==> config.mk <==
export PLATFORM = sky130hd
export DESIGN_NAME = tmr_interval_top
export DESIGN_NICKNAME = d
export VERILOG_FILES = /design/src/rtl/tmr_pkg.sv /design/src/rtl/tmr_bus_decode.sv /design/src/rtl/tmr_cfg.sv /design/src/rtl/tmr_core.sv /design/src/rtl/tmr_snap.sv /design/src/rtl/tmr_interval_top.sv
export SDC_FILE = /design/constraint.sdc
export NUM_CORES = 1
export LEC_CHECK = 0
export BUFFER_PORTS_ARGS = -buffer_cell sky130_fd_sc_hd__buf_2
export CAP_MARGIN = 20
export CELL_PAD_IN_SITES_DETAIL_PLACEMENT = 2
export CELL_PAD_IN_SITES_GLOBAL_PLACEMENT = 2
export CORE_MARGIN = 2
export CORE_UTILIZATION = 38
export DETAILED_ROUTE_END_ITERATION = 10
export HOLD_SLACK_MARGIN = 0.12
export PLACE_DENSITY_LB_ADDON = 0.1
export SLEW_MARGIN = 15
export SYNTH_ARGS = -nofsm -noshare
export SYNTH_HDL_FRONTEND = slang
export SYNTH_SLANG_ARGS = --single-unit
==> constraint.sdc <==
create_clock -name clk -period 2.9 [get_ports clk]
set_input_delay 0.145 -clock clk [delete_from_list [all_inputs] [get_ports clk]]
set_output_delay 0.145 -clock clk [all_outputs]
set_load 0.05 [all_outputs]
==> src/rtl/tmr_pkg.sv <==
`timescale 1ns/1ps
package tmr_pkg;

    // Word address width of the register window
    localparam int ADDR_W = 3;

    // Register word addresses (software-visible map)
    localparam logic [ADDR_W-1:0] ADR_STAT   = 3'd0;
    localparam logic [ADDR_W-1:0] ADR_CTRL   = 3'd1;
    localparam logic [ADDR_W-1:0] ADR_PER_LO = 3'd2;
    localparam logic [ADDR_W-1:0] ADR_PER_HI = 3'd3;
    localparam logic [ADDR_W-1:0] ADR_SNP_LO = 3'd4;
    localparam logic [ADDR_W-1:0] ADR_SNP_HI = 3'd5;

    // Status bit positions
    localparam int ST_TO  = 0;
    localparam int ST_RUN = 1;

    // Control bit positions
    localparam int CTL_IEN   = 0;
    localparam int CTL_CONT  = 1;
    localparam int CTL_START = 2;
    localparam int CTL_STOP  = 3;

    // Decoded write strobes, at most one active per cycle
    typedef struct packed {
        logic stat;
        logic ctrl;
        logic per_lo;
        logic per_hi;
        logic snap;
    } tmr_wstb_t;

endpackage

==> src/rtl/tmr_bus_decode.sv <==
`timescale 1ns/1ps
module tmr_bus_decode
    import tmr_pkg::*;
#(
    parameter int CNT_W  = 32,
    parameter int DATA_W = 32
) (
    input  logic              clk,
    input  logic              rst_n,
    input  logic              sel,
    input  logic              wr,
    input  logic [ADDR_W-1:0] addr,
    input  logic              st_timeout,
    input  logic              st_running,
    input  logic              cf_ien,
    input  logic              cf_cont,
    input  logic [CNT_W-1:0]  period,
    input  logic [CNT_W-1:0]  snap,
    output tmr_wstb_t         wstb,
    output logic [DATA_W-1:0] rdata
);

    localparam int HALF_W = CNT_W / 2;

    logic wen;
    assign wen = sel && wr;

    // Write strobes
    always_comb begin
        wstb        = '0;
        wstb.stat   = wen && (addr == ADR_STAT);
        wstb.ctrl   = wen && (addr == ADR_CTRL);
        wstb.per_lo = wen && (addr == ADR_PER_LO);
        wstb.per_hi = wen && (addr == ADR_PER_HI);
        wstb.snap   = wen && ((addr == ADR_SNP_LO) || (addr == ADR_SNP_HI));
    end

    // Read multiplexer: unused bits and addresses return zero
    always_comb begin
        rdata = '0;
        if (sel && !wr) begin
            case (addr)
                ADR_STAT: begin
                    rdata[ST_TO]  = st_timeout;
                    rdata[ST_RUN] = st_running;
                end
                ADR_CTRL: begin
                    rdata[CTL_IEN]  = cf_ien;
                    rdata[CTL_CONT] = cf_cont;
                end
                ADR_PER_LO: rdata[HALF_W-1:0] = period[HALF_W-1:0];
                ADR_PER_HI: rdata[HALF_W-1:0] = period[CNT_W-1:HALF_W];
                ADR_SNP_LO: rdata[HALF_W-1:0] = snap[HALF_W-1:0];
                ADR_SNP_HI: rdata[HALF_W-1:0] = snap[CNT_W-1:HALF_W];
                default:    rdata = '0;
            endcase
        end
    end

    // the address decode never fires two register writes at once
    a_r2_one_strobe: assert property (@(posedge clk) disable iff (!rst_n)
        $onehot0({wstb.stat, wstb.ctrl, wstb.per_lo, wstb.per_hi, wstb.snap}))
        else $error("a_r2_one_strobe");

endmodule

==> src/rtl/tmr_cfg.sv <==
`timescale 1ns/1ps
module tmr_cfg
    import tmr_pkg::*;
#(
    parameter int CNT_W = 32
) (
    input  logic                clk,
    input  logic                rst_n,
    input  logic                wr_ctrl,
    input  logic                wr_per_lo,
    input  logic                wr_per_hi,
    input  logic [CNT_W/2-1:0]  wdata,
    output logic                ien,
    output logic                cont,
    output logic                start_pls,
    output logic                stop_pls,
    output logic [CNT_W-1:0]    period,
    output logic [CNT_W-1:0]    per_next,
    output logic                per_load
);

    localparam int HALF_W = CNT_W / 2;
    localparam int N_HALF = 2;

    typedef struct packed {
        logic             ien;
        logic             cont;
        logic [CNT_W-1:0] per;
    } cfg_s;

    cfg_s q, d;
    logic [N_HALF-1:0] half_wr;

    assign half_wr = {wr_per_hi, wr_per_lo};

    // Next-state: each period half loads independently
    always_comb begin
        d = q;
        if (wr_ctrl) begin
            d.ien  = wdata[CTL_IEN];
            d.cont = wdata[CTL_CONT];
        end
        for (int h = 0; h < N_HALF; h++) begin
            if (half_wr[h]) begin
                d.per[h*HALF_W +: HALF_W] = wdata;
            end
        end
    end

    always_ff @(posedge clk or negedge rst_n) begin
        if (!rst_n) begin
            q.ien  <= 1'b0;
            q.cont <= 1'b0;
            q.per  <= '1;
        end else begin
            q <= d;
        end
    end

    assign ien       = q.ien;
    assign cont      = q.cont;
    assign period    = q.per;
    assign per_next  = d.per;
    assign per_load  = |half_wr;
    assign start_pls = wr_ctrl && wdata[CTL_START];
    assign stop_pls  = wr_ctrl && wdata[CTL_STOP];

    // a low-half write leaves the high half untouched, and vice versa
    a_r6_hi_kept: assert property (@(posedge clk) disable iff (!rst_n)
        (wr_per_lo && !wr_per_hi) |=> $stable(q.per[CNT_W-1:HALF_W]))
        else $error("a_r6_hi_kept");
    a_r6_lo_kept: assert property (@(posedge clk) disable iff (!rst_n)
        (wr_per_hi && !wr_per_lo) |=> $stable(q.per[HALF_W-1:0]))
        else $error("a_r6_lo_kept");

endmodule

==> src/rtl/tmr_core.sv <==
`timescale 1ns/1ps
module tmr_core #(
    parameter int CNT_W = 32
) (
    input  logic             clk,
    input  logic             rst_n,
    input  logic             start_pls,
    input  logic             stop_pls,
    input  logic             cont,
    input  logic             per_load,
    input  logic [CNT_W-1:0] per_next,
    input  logic             clr_to,
    output logic [CNT_W-1:0] count,
    output logic             running,
    output logic             timeout
);

    typedef struct packed {
        logic [CNT_W-1:0] count;
        logic             run;
        logic             to;
    } core_s;

    core_s q, d;
    logic  at_zero;
    logic  expire;

    assign at_zero = (q.count == '0);
    assign expire  = q.run && at_zero;

    always_comb begin
        d = q;
        // counting and expiry
        if (q.run) begin
            if (at_zero) begin
                if (cont) begin
                    d.count = per_next;
                end else begin
                    d.run = 1'b0;
                end
            end else begin
                d.count = q.count - CNT_W'(1);
            end
        end
        // sticky timeout: a new expiry outranks a software clear
        d.to = (q.to && !clr_to) || expire;
        // strobes: stop outranks start
        if (start_pls && !stop_pls) begin
            d.run = 1'b1;
            if (at_zero) begin
                d.count = per_next;
            end
        end
        if (stop_pls) begin
            d.run = 1'b0;
        end
        // a period write reloads the full new period
        if (per_load) begin
            d.count = per_next;
        end
    end

    always_ff @(posedge clk or negedge rst_n) begin
        if (!rst_n) begin
            q <= '0;
        end else begin
            q <= d;
        end
    end

    assign count   = q.count;
    assign running = q.run;
    assign timeout = q.to;

    // one step down per clock while running
    a_r3_step_down: assert property (@(posedge clk) disable iff (!rst_n)
        (q.run && !at_zero && !per_load) |=> (q.count == $past(q.count) - CNT_W'(1)))
        else $error("a_r3_step_down");
    // continuous mode reloads at zero
    a_r3_reload: assert property (@(posedge clk) disable iff (!rst_n)
        (q.run && at_zero && cont) |=> (q.count == $past(per_next)))
        else $error("a_r3_reload");
    // one-shot halts at zero
    a_r4_oneshot_halt: assert property (@(posedge clk) disable iff (!rst_n)
        (q.run && at_zero && !cont && !start_pls && !per_load) |=> (!q.run && q.count == '0))
        else $error("a_r4_oneshot_halt");
    // stop always wins
    a_r5_stop_wins: assert property (@(posedge clk) disable iff (!rst_n)
        stop_pls |=> !q.run)
        else $error("a_r5_stop_wins");
    // a lone start always runs
    a_r5_start_runs: assert property (@(posedge clk) disable iff (!rst_n)
        (start_pls && !stop_pls) |=> q.run)
        else $error("a_r5_start_runs");
    // period write reloads the count
    a_r6_reload: assert property (@(posedge clk) disable iff (!rst_n)
        per_load |=> (q.count == $past(per_next)))
        else $error("a_r6_reload");
    // expiry sets timeout even during a clear
    a_r8_set_wins: assert property (@(posedge clk) disable iff (!rst_n)
        expire |=> q.to)
        else $error("a_r8_set_wins");
    // a clear without expiry drops timeout
    a_r8_clear: assert property (@(posedge clk) disable iff (!rst_n)
        (clr_to && !expire) |=> !q.to)
        else $error("a_r8_clear");

endmodule

==> src/rtl/tmr_snap.sv <==
`timescale 1ns/1ps
module tmr_snap #(
    parameter int CNT_W = 32
) (
    input  logic             clk,
    input  logic             rst_n,
    input  logic             take,
    input  logic [CNT_W-1:0] live,
    output logic [CNT_W-1:0] snap
);

    logic [CNT_W-1:0] snap_q, snap_d;

    always_comb begin
        snap_d = snap_q;
        if (take) begin
            snap_d = live;
        end
    end

    always_ff @(posedge clk or negedge rst_n) begin
        if (!rst_n) begin
            snap_q <= '0;
        end else begin
            snap_q <= snap_d;
        end
    end

    assign snap = snap_q;

    // capture the pre-edge live count, then hold
    a_r7_capture: assert property (@(posedge clk) disable iff (!rst_n)
        take |=> (snap_q == $past(live)))
        else $error("a_r7_capture");
    a_r7_hold: assert property (@(posedge clk) disable iff (!rst_n)
        !take |=> $stable(snap_q))
        else $error("a_r7_hold");

endmodule

==> src/rtl/tmr_interval_top.sv <==
`timescale 1ns/1ps
module tmr_interval_top
    import tmr_pkg::*;
#(
    parameter int CNT_W  = 32,
    parameter int DATA_W = 32
) (
    input  logic              clk,
    input  logic              rst_n,
    input  logic              bus_sel,
    input  logic              bus_wr,
    input  logic [2:0]        bus_addr,
    input  logic [DATA_W-1:0] bus_wdata,
    output logic [DATA_W-1:0] bus_rdata,
    output logic              irq
);

    localparam int HALF_W = CNT_W / 2;

    tmr_wstb_t        wstb;
    logic             ien, cont, start_pls, stop_pls, per_load;
    logic [CNT_W-1:0] period, per_next, count, snap;
    logic             running, timeout;
    logic             unused_wdata_hi;

    assign unused_wdata_hi = ^bus_wdata[DATA_W-1:HALF_W];

    tmr_bus_decode #(.CNT_W(CNT_W), .DATA_W(DATA_W)) u_dec (
        .clk        (clk),
        .rst_n      (rst_n),
        .sel        (bus_sel),
        .wr         (bus_wr),
        .addr       (bus_addr),
        .st_timeout (timeout),
        .st_running (running),
        .cf_ien     (ien),
        .cf_cont    (cont),
        .period     (period),
        .snap       (snap),
        .wstb       (wstb),
        .rdata      (bus_rdata)
    );

    tmr_cfg #(.CNT_W(CNT_W)) u_cfg (
        .clk       (clk),
        .rst_n     (rst_n),
        .wr_ctrl   (wstb.ctrl),
        .wr_per_lo (wstb.per_lo),
        .wr_per_hi (wstb.per_hi),
        .wdata     (bus_wdata[HALF_W-1:0]),
        .ien       (ien),
        .cont      (cont),
        .start_pls (start_pls),
        .stop_pls  (stop_pls),
        .period    (period),
        .per_next  (per_next),
        .per_load  (per_load)
    );

    tmr_core #(.CNT_W(CNT_W)) u_core (
        .clk       (clk),
        .rst_n     (rst_n),
        .start_pls (start_pls),
        .stop_pls  (stop_pls),
        .cont      (cont),
        .per_load  (per_load),
        .per_next  (per_next),
        .clr_to    (wstb.stat),
        .count     (count),
        .running   (running),
        .timeout   (timeout)
    );

    tmr_snap #(.CNT_W(CNT_W)) u_snap (
        .clk   (clk),
        .rst_n (rst_n),
        .take  (wstb.snap),
        .live  (count),
        .snap  (snap)
    );

    assign irq = timeout && ien;

    // no interrupt without the enable, none without a pending timeout
    a_r9_needs_enable: assert property (@(posedge clk) disable iff (!rst_n)
        irq |-> (ien && timeout))
        else $error("a_r9_needs_enable");

endmodule

Word-level counts from Yosys, hierarchy flattened
Index checks and enable logic that the tools add are counted.
Operators by class
  $add $sub $neg: 1
  equality and inequality tests: 5
  muxes and demuxes: 14
  reduce and logical (&&, ||, !) cells: 21
Operators with widths (number)
  $mux W32: 4
  $mux W33: 2
  $pmux W14 S4: 1
  $mux W16: 3
  $logic_not A32 Y1: 1
  $sub A32 B1 Y32 const B: 1
  $logic_and A1 B1 Y1: 13
  $pmux W2 S6: 1
  $eq A3 B2 Y1 const B: 2
  $eq A3 B3 Y1 const B: 2
  $eq A3 B1 Y1 const B: 1
  $logic_not A1 Y1: 3
  $logic_not A3 Y1: 1
  $mux W1: 3
  $logic_or A1 B1 Y1: 2
  $reduce_or A2 Y1: 1
Word-level totals
  register bits: 100
  input bits: 39
  output and inout bits: 33
  word-level logic and storage cells: 48

Logic depth before layout (Yosys ltp)
Gate-level depths: netlist (run 1).
  depth after elaboration: 9
  gate-level depth with buffers: 10
  depth with buffers taken out: 8

By module
From an unflattened synthesis (run 1), not the netlist that was laid out.
Unflattened totals
  cell total of the unflattened synthesis: 528
  area, all modules: 5980.7 um^2
Modules (own cells, without submodules)
  tmr_core: instances 1, cells each 282, area an instance 2399.8 um^2, seq. area each 850.8 um^2
  tmr_cfg: instances 1, cells each 75, area an instance 1422.6 um^2, seq. area each 890.9 um^2
  tmr_snap: instances 1, cells each 68, area an instance 1345.0 um^2, seq. area each 800.8 um^2
  tmr_bus_decode: instances 1, cells each 102, area an instance 807.0 um^2, seq. area each 0.0 um^2
  tmr_interval_top: instances 1, cells each 1, area an instance 6.3 um^2, seq. area each 0.0 um^2

Least setup slack after synthesis (run 1)
Ideal clock, no wire load.
  path kind: register to register
  start: reg u_core.q, in the netlist u_core.count[8]
  end: reg u_core.q, in the netlist u_core.count[5]
  data arrival time: 2.284 ns
  data required time: 2.774 ns
  path slack: 0.490 ns
  stages on the path, launching flop included: 7
  cells stage by stage: dfrtp_1 or4_4 or3_4 nor4_4 nor3b_2 buf_6 a221o_2
RTL lines
  start: declaration: line tmr_core.sv:24  | core_s q, d;
  start signal: assignment: line tmr_core.sv:65  | q <= '0;
  start signal: assignment: line tmr_core.sv:67  | q <= d;

==> results of run 1 <==
## worst paths after layout
path / endpoint / slack (ns) / from
max in group asynchronous: u_cfg.period[30]$_DFF_PN1_ / 1.76 / rst_n
min in group asynchronous: u_core.count[4]$_DFF_PN0_ / 0.36 / rst_n
hold reg to reg: u_snap.snap[1]$_DFFE_PN0P_ / 0.50 / u_snap.snap[1]$_DFFE_PN0P_
setup / recovery: u_core.running$_DFF_PN0_ / 0.11 / u_core.count[26]$_DFF_PN0_
setup reg to reg: u_core.running$_DFF_PN0_ / 0.11 / u_core.count[26]$_DFF_PN0_
hold / removal: u_core.timeout$_DFF_PN0_ / 0.16 / bus_wr
## state kept, by name, summed over array words and instances, names as in the netlist
register / flops
u_snap.snap: 32
u_cfg.cont: 1
u_cfg.ien: 1
u_core.count: 32
u_core.timeout: 1
u_core.running: 1
u_cfg.period: 32
## repair_timing
action                                  4_1_cts  5_1_grt
resized for setup                             0        1
endpoints found under the hold margin        67        0
endpoints found under the setup margin        0        1
hold buffers                                 18        0
## worst min-delay path, cell delays in order
cell and delay (ns):
buf_2 0.13, nand2_1 0.07, o41ai_1 0.06, o21ai_0 0.07
## cells by family after synthesis
group | count (synthesis)
adder cells (fa/ha/maj) | 2
flip-flops | 100
buffers and inverters | 64
multiplexers | 93
AO/OA/AOI/OAI | 123
AND/OR/NAND/NOR | 170
other | 1
XOR/XNOR | 7
## power by group through the flow
stage / clock network (mW) / logic [mW] / registers [mW]
after floorplan: 0 / 1.38 / 2.25
after detailed placement: 0 / 1.87 / 2.47
after global placement: 0 / 1.79 / 2.42
after global routing: 1.29 / 2.10 / 2.53
final: 1.21 / 1.91 / 2.45
after CTS: 1.24 / 1.91 / 2.45
## layer usage
layer  part of all wire  up-vias  wire length [microns]  global-route usage
met1               0.44     2581                   8780               0.342
met2               0.50      101                   9930               0.447
li1                   -     2205                      -                   -
met5                  0        -                      0                   0
met3              0.040       34                    792              0.0352
met4              0.023        0                    469              0.0989
## placed cells by master (no fill, tap or decap), drive strengths merged, types with 5 or more instances in the layout
cell type and instances:
nor4 7, xnor2 6, buf 81, nor2 23, dlygate4sd3 18, and2 15
nand4 5, a221o 11, nand2 38, o21ai 26, dfrtp 68, or3 11
nor3 22, or4 6, o22ai 17, nand3 18, conb 16, mux2 59
clkbuf 13, mux2i 34, dfstp 32, a31oi 7, inv 10, a21oi 21
## area by class of cell
class	count	area, sq um	share of cell area
Clock buffer	13	250	0.0368
Clock inverter	2	35.0	0.00515
Inverter	10	37.5	0.00552
Multi-Input combinational cell	411	2980	0.438
Sequential cell	100	2540	0.374
Tap cell	188	235	0.0346
Timing Repair Buffer	99	718	0.106
## per-stage QoR
step / utilization / instance area, sq um / setup slack [ns] / hold WS, ns
6_report: 0.452 / 6800 / 0.106 / 0.162
5_1_grt: 0.452 / 6800 / 0.00331 / 0.209
4_1_cts: 0.452 / 6800 / 0.101 / 0.151
3_5_place_dp: 0.421 / 6330 / 0.276 / 0.222
3_3_place_gp: 0.421 / 6330 / 0.349 / 0.217
2_1_floorplan: - / 5840 / 0.490 / -0.151
==> key figures, run 1 <==
Pwr
  • Clk network pwr share: 0.218
  • Pleak: 2.97 nW
  • Final Power: 5.58 mW
  • Sw Pwr: 2.07 mW
  • P_int: 3.50 mW
  • Logic pwr share: 0.343
  • Pwr dens: a little over 800 nW/um^2
  • Switching share of total power: 0.372
  • Max VDD drop: ~340 uV
  • Sequential Power Share: 0.439

Floorplanning
  • Total Die Area: 16200 sq um
  • Die X: between 100 and 150 microns
  • Die Y: ~130 microns
  • Core Region: between 15000 and 20000 sq um
  • I/O pin cnt: between 70 and 80
  • # rows: 45
  • Starting Density: 0.385

STA
  • Max_slew headroom: 0.529
  • Setup TNS: 0 ns
  • Achievable Freq: between 0.3 and 0.4 GHz
  • Measured slew at the worst slew-check pin: 0.707 ns
  • Unrepaired setup endpoints after global routing: no
  • Final Setup Violations: 0
  • Fin crit share: 0.963
  • Final Skew: between 0.007 and 0.008 ns
  • Final Max Tran Viols: 0
  • Final Hold Fails: 0
  • Final worst path period need: ~2.8 ns

Yosys
  • Top cells by area, synth: dfrtp_1, dfstp_2, mux2_2
  • FFs w/ async S/R, synth: 1.00
  • Most frequent cell after synthesis: dfrtp_1
  • Post-synth EDFFs: 0
  • Post-synthesis mux area share: 0.174
  • Cell variety after synth: 72
  • Most common flop cell mapped by yosys: dfrtp_1
  • Yosys warnings: 0
  • Synth Register Bits: 100
  • Post-Synth Adder-Cell Area: 0.00433
  • Post-synth top area share: 0.294
  • Mapped Area: 5780 sq um
  • Cells after Synth: 560
  • Synth Area in Simple Gates: 0.167
  • Sequential area share after synthesis: 0.440
  • Synth area leader: dfrtp_1
  • Xor/xnor share of the synthesized area: 0.0106
  • Post-synth top cells: dfrtp_1, mux2_2, nand2_1, mux2i_1, dfstp_2
  • Synth Area in Compound Gates: 0.148
  • Mapped Avg Cell Area: 10.3 sq um
  • Largest family of logic cells by synthesized area: multiplexers

Global routing
  • Total gr overflow: 0
  • Initial antenna violation count: 0
  • First-pass GRT wire length: around 32000 microns
  • Pin count of the biggest net entering global routing: 54
  • Tot GR Track Use: 0.263
  • Vias in the first global route: 5400

Placed design
  • HPWL Detailed: ~14000 microns
  • Dpl cells: 790
  • Gpl congestion: 0.926
  • Number of I/O port buffers: 39

Worst setup path
  • Stages on worst setup path: 7
  • Worst r2r path cells: 7
  • Setup crit start kind: flip-flop
  • Family with the most delay on the worst path: buffers and inverters
  • Cell repeated most along the worst path: buf_4
  • CP Data Required Time: 3.14 ns
  • Worst EP arrival: between 3 and 4 ns
  • CP max stage cell: or4_1
  • Type of the worst setup path: flip-flop to flip-flop
  • CP Capture Type: flip-flop
  • Max incr delay on CP: ~0.7 ns
  • Critical path cell sequence: or4_1 > nand3b_1 > buf_4 > o41ai_2 > buf_4 > a22oi_1 > dlygate4sd3_1
  • Buf/Inv on CP: 3
  • Critical path fanouts, max: 7

Finish
  • Share of cells above drive strength 1: 0.329
  • Post-route insts no fill: 823
  • Nets: about 670
  • N_diodes: 0
  • Area Growth Syn to Fin: 17.6%
  • Fillcell total: 1582

CTS
  • Setup Buffers After CTS: 0
  • Total CTS buffers: 9
  • Worst-path clk slew: ~0.060 ns
  • Worst skew pair latency: 0.36 ns
  • Root Driver: clkbuf_16
  • CTS tree: yes
  • Clk buf depth: 2
  • CTS H-Tree Depth: 3
  • # clock sinks: 100

Routing
  • Initial drt markers: 203
  • Final WL: 20000 microns
  • Via/cell ratio: ~6.0
  • Drt first pass iters: 4
  • Vias: 4921
  • Drt wl/cell: 24.3 microns
  • Detail Route Antenna Nets: 0
  • Post-route DRC violation count: 0

Run
  • Maxcap violations: 0

Min path
  • Min-Delay Path Class: input pin to flip-flop
  • Min-Delay Path Depth: 4

Run status
  • Outcome: complete, no violations
(Power assumes the default switching activity.)
==> run 2, diff against run 1 <==
--- a/config.mk
+++ b/config.mk
@@ -5,14 +5,16 @@
 export SDC_FILE = /design/constraint.sdc
 export NUM_CORES = 1
 export LEC_CHECK = 0
+export ABC_AREA = 1
 export BUFFER_PORTS_ARGS = -buffer_cell sky130_fd_sc_hd__buf_2
 export CAP_MARGIN = 20
 export CELL_PAD_IN_SITES_DETAIL_PLACEMENT = 2
 export CELL_PAD_IN_SITES_GLOBAL_PLACEMENT = 2
 export CORE_MARGIN = 2
-export CORE_UTILIZATION = 38
+export CORE_UTILIZATION = 33
 export DETAILED_ROUTE_END_ITERATION = 10
 export HOLD_SLACK_MARGIN = 0.12
+export MAX_ROUTING_LAYER = met4
 export PLACE_DENSITY_LB_ADDON = 0.1
 export SLEW_MARGIN = 15
 export SYNTH_ARGS = -nofsm -noshare
==> constraint.sdc (replaced) <==
create_clock -name clk -period 2.69 [get_ports clk]
set_input_delay 0.1345 -clock clk [delete_from_list [all_inputs] [get_ports clk]]
set_output_delay 0.1345 -clock clk [all_outputs]
set_load 0.05 [all_outputs]
==> key figures, run 2 <==
Run status
  • Outcome: complete, no violations

Placed design
  • Gpl congestion: ~0.87
  • HPWL Detailed: 20800 microns
  • Number of I/O port buffers: 39

Global routing
  • Met2 Use GR: 0.499
  • First-pass GRT wire length: 44700 microns
  • GRT met1 Usage: 0.396
  • Initial antenna violation count: 0
  • Vias in the first global route: 7465
  • Total gr overflow: 0
  • Met3 Track Usage GR: 0.0379
  • Tot GR Track Use: 0.302
  • Pin count of the biggest net entering global routing: 63
  • GR peak layer: met2

Worst setup path
  • Cell repeated most along the worst path: nand2_1
  • Critical path cell sequence: nor2_2 > nand2_1 > inv_1 > nand3_1 > nor2_1 > nand2_1 > nand2_1 > buf_4 > a21oi_1 > a21oi_1
  • Worst EP arrival: 2.80 ns
  • CP Data Required Time: 2.96 ns
  • Max incr delay on CP: between 0.4 and 0.5 ns
  • Type of the worst setup path: flip-flop to flip-flop
  • CP Capture Type: flip-flop
  • Setup crit start kind: flip-flop
  • CP max stage cell: dfrtp_1
  • Worst r2r path cells: 10
  • Critical path fanouts, max: 21
  • R2R setup slack: around 0.16 ns

Floorplanning
  • Die Y: around 140 microns
  • Core Region: 18800 sq um
  • Die X: 143 microns
  • Total Die Area: 20500 sq um
  • I/O pin cnt: 72
  • Starting Density: 0.339
  • # rows: 50

Yosys
  • Sequential area share after synthesis: 0.398
  • Cells after Synth: 931
  • Largest family of logic cells by synthesized area: simple AND/OR/NAND/NOR gates
  • Post-synthesis mux area share: 0.00353
  • Most common flop cell mapped by yosys: dfrtp_1
  • Post-synth top area share: 0.267
  • Synth Area in Compound Gates: 0.140
  • Mapped Area: between 6000 and 7000 sq um
  • Post-synth EDFFs: 0
  • Mapped Avg Cell Area: just under 7 sq um
  • Top cells by area, synth: dfrtp_1, nand2_1, dfstp_2
  • Post-synth top cells: nand2_1, nor2_1, nand3_1, inv_1, dfrtp_1
  • FFs w/ async S/R, synth: 1.00
  • Most frequent cell after synthesis: nand2_1
  • Synth area leader: dfrtp_1
  • Cell variety after synth: 36
  • Yosys warnings: 0
  • Synth Area in Simple Gates: 0.342
  • Xor/xnor share of the synthesized area: 0.0151
  • Synth Register Bits: 100
  • Post-Synth Adder-Cell Area: 0.00392

Finish
  • Fillcell total: 2270
  • Share of cells above drive strength 1: 0.143
  • Commonest cells after routing, fill and taps aside: nand2_1, nor2_1, nand3_1
  • Register Area: 2540 sq um
  • Area of the multi-input gates: 3300 sq um
  • Commonest non-fill, non-tap cell in the layout: nand2_1
  • N_diodes: 0
  • Nets: a little over 1000
  • Area Growth Syn to Fin: 15.8%

STA
  • Final worst path period need: 2.53 ns
  • Fin crit share: 0.941
  • Worst hold margin: 0.247 ns
  • Achievable Freq: slightly below 0.4 GHz
  • Final Max Tran Viols: 0
  • Unrepaired setup endpoints after global routing: no
  • Final Hold Fails: 0
  • Setup TNS: 0 ns
  • Final Setup Violations: 0
  • Max_slew headroom: 0.475
  • Final Skew: around 0.0054 ns
  • Measured slew at the worst slew-check pin: 0.785 ns

Pwr
  • Max VDD drop: 315 uV
  • Pleak: 3.45 nW
  • Pwr dens: roughly 940 nW/um^2

CTS
  • Root Driver: clkbuf_16
  • Setup Buffers After CTS: 0
  • Clk buf depth: 2
  • CTS H-Tree Depth: 3
  • CTS tree: yes
  • # clock sinks: 100
  • Worst skew pair latency: between 0.3 and 0.4 ns
  • Worst-path clk slew: 0.08 ns
  • Total CTS buffers: 9

Min path
  • Min-Delay Path Depth: 5
  • Min-Delay Path Class: input pin to flip-flop

Routing
  • Initial drt markers: 464
  • Via/cell ratio: around 5.4
  • Post-route DRC violation count: 0
  • Drt first pass iters: 5
  • Final WL: 28700 microns
  • Detail Route Antenna Nets: 0
  • Vias: 6707
  • Drt wl/cell: 23.1 microns

Run
  • Maxcap violations: 0
## run 2: cell types whose count changed after synthesis, sizes merged, moves of 17 or more
cell	before	now
nand2	38	276
nor2	23	135
o22ai	17	0
a21oi	21	44
mux2i	34	0
mux2	59	2
nand3	18	78
inv	10	73
o21ai	26	74
## run 2: cells by family after synthesis
logic type                 after synthesis
muxes                                    2
adders and majority gates                2
DFF                                    100
buffers and inverters                  135
and+or+nand+nor                        524
other                                    1
AOI/OAI and AO/OA                      156
xor gates and xnor gates                11
## run 2: timing repair
item	4_1_cts	5_1_grt
pin swaps	0	0
gates resized for setup	2	1
hold buffers	17	0
endpoints found under the setup margin	12	20
endpoints found under the hold margin	55	0
## run 2: final timing paths
| kind | from | endpoint |
|---|---|---|
| setup / recovery | u_core.count[8]$_DFF_PN0_ | u_core.count[13]$_DFF_PN0_ |
| hold / removal | bus_addr[2] | u_core.timeout$_DFF_PN0_ |
| setup reg to reg | u_core.count[8]$_DFF_PN0_ | u_core.count[13]$_DFF_PN0_ |
| hold reg to reg | u_snap.snap[31]$_DFFE_PN0P_ | u_snap.snap[31]$_DFFE_PN0P_ |
| max in group asynchronous | rst_n | u_cfg.period[13]$_DFF_PN1_ |
| min in group asynchronous | rst_n | u_snap.snap[19]$_DFFE_PN0P_ |
## run 2: per-layer routing
metal	wire, microns	share of wire
met1	13100	0.46
met2	13900	0.48
met3	1280	0.045
met4	424	0.015
met5	0	0
## run 2: area by class of cell
cell class	count	share of cell area
Multi-Input combinational cell	711	0.447
Sequential cell	100	0.344
Timing Repair Buffer	84	0.0833
Tap cell	260	0.0440
Inverter	74	0.0379
Clock buffer	9	0.0305
Clock inverter	7	0.0134
## run 2: critical path, delay by kind of cell, from the launching register on
family	cells	cell delay, ns
simple gates	6	1.17
compound gates	2	0.30
buf+inv	2	0.49
flops	1	0.47
## run 2: where the power goes
| group | internal, mW | total [mW] | leakage [nW] | switching (mW) |
|---|---|---|---|---|
| logic | 0.853 | 2.77 | 2.12 | 1.92 |
| registers | 2.12 | 2.70 | 1.18 | 0.581 |
| clock network | 0.822 | 1.48 | 0.156 | 0.658 |
## run 2: metrics by stage
step / power, mW / instance area [sq um] / worst slack, ns / util / instances
after global placement: 5.20 / 6880 / 0.163 / 0.366 / 1212
after floorplan: 4.28 / 6440 / 0.663 / - / 946
final: 6.95 / 7390 / 0.159 / 0.392 / 1245
after CTS: 6.94 / 7390 / 0.0737 / 0.392 / 1245
after detailed placement: 5.40 / 6880 / 0.0300 / 0.366 / 1212
after global routing: 7.43 / 7390 / 0.0338 / 0.392 / 1245
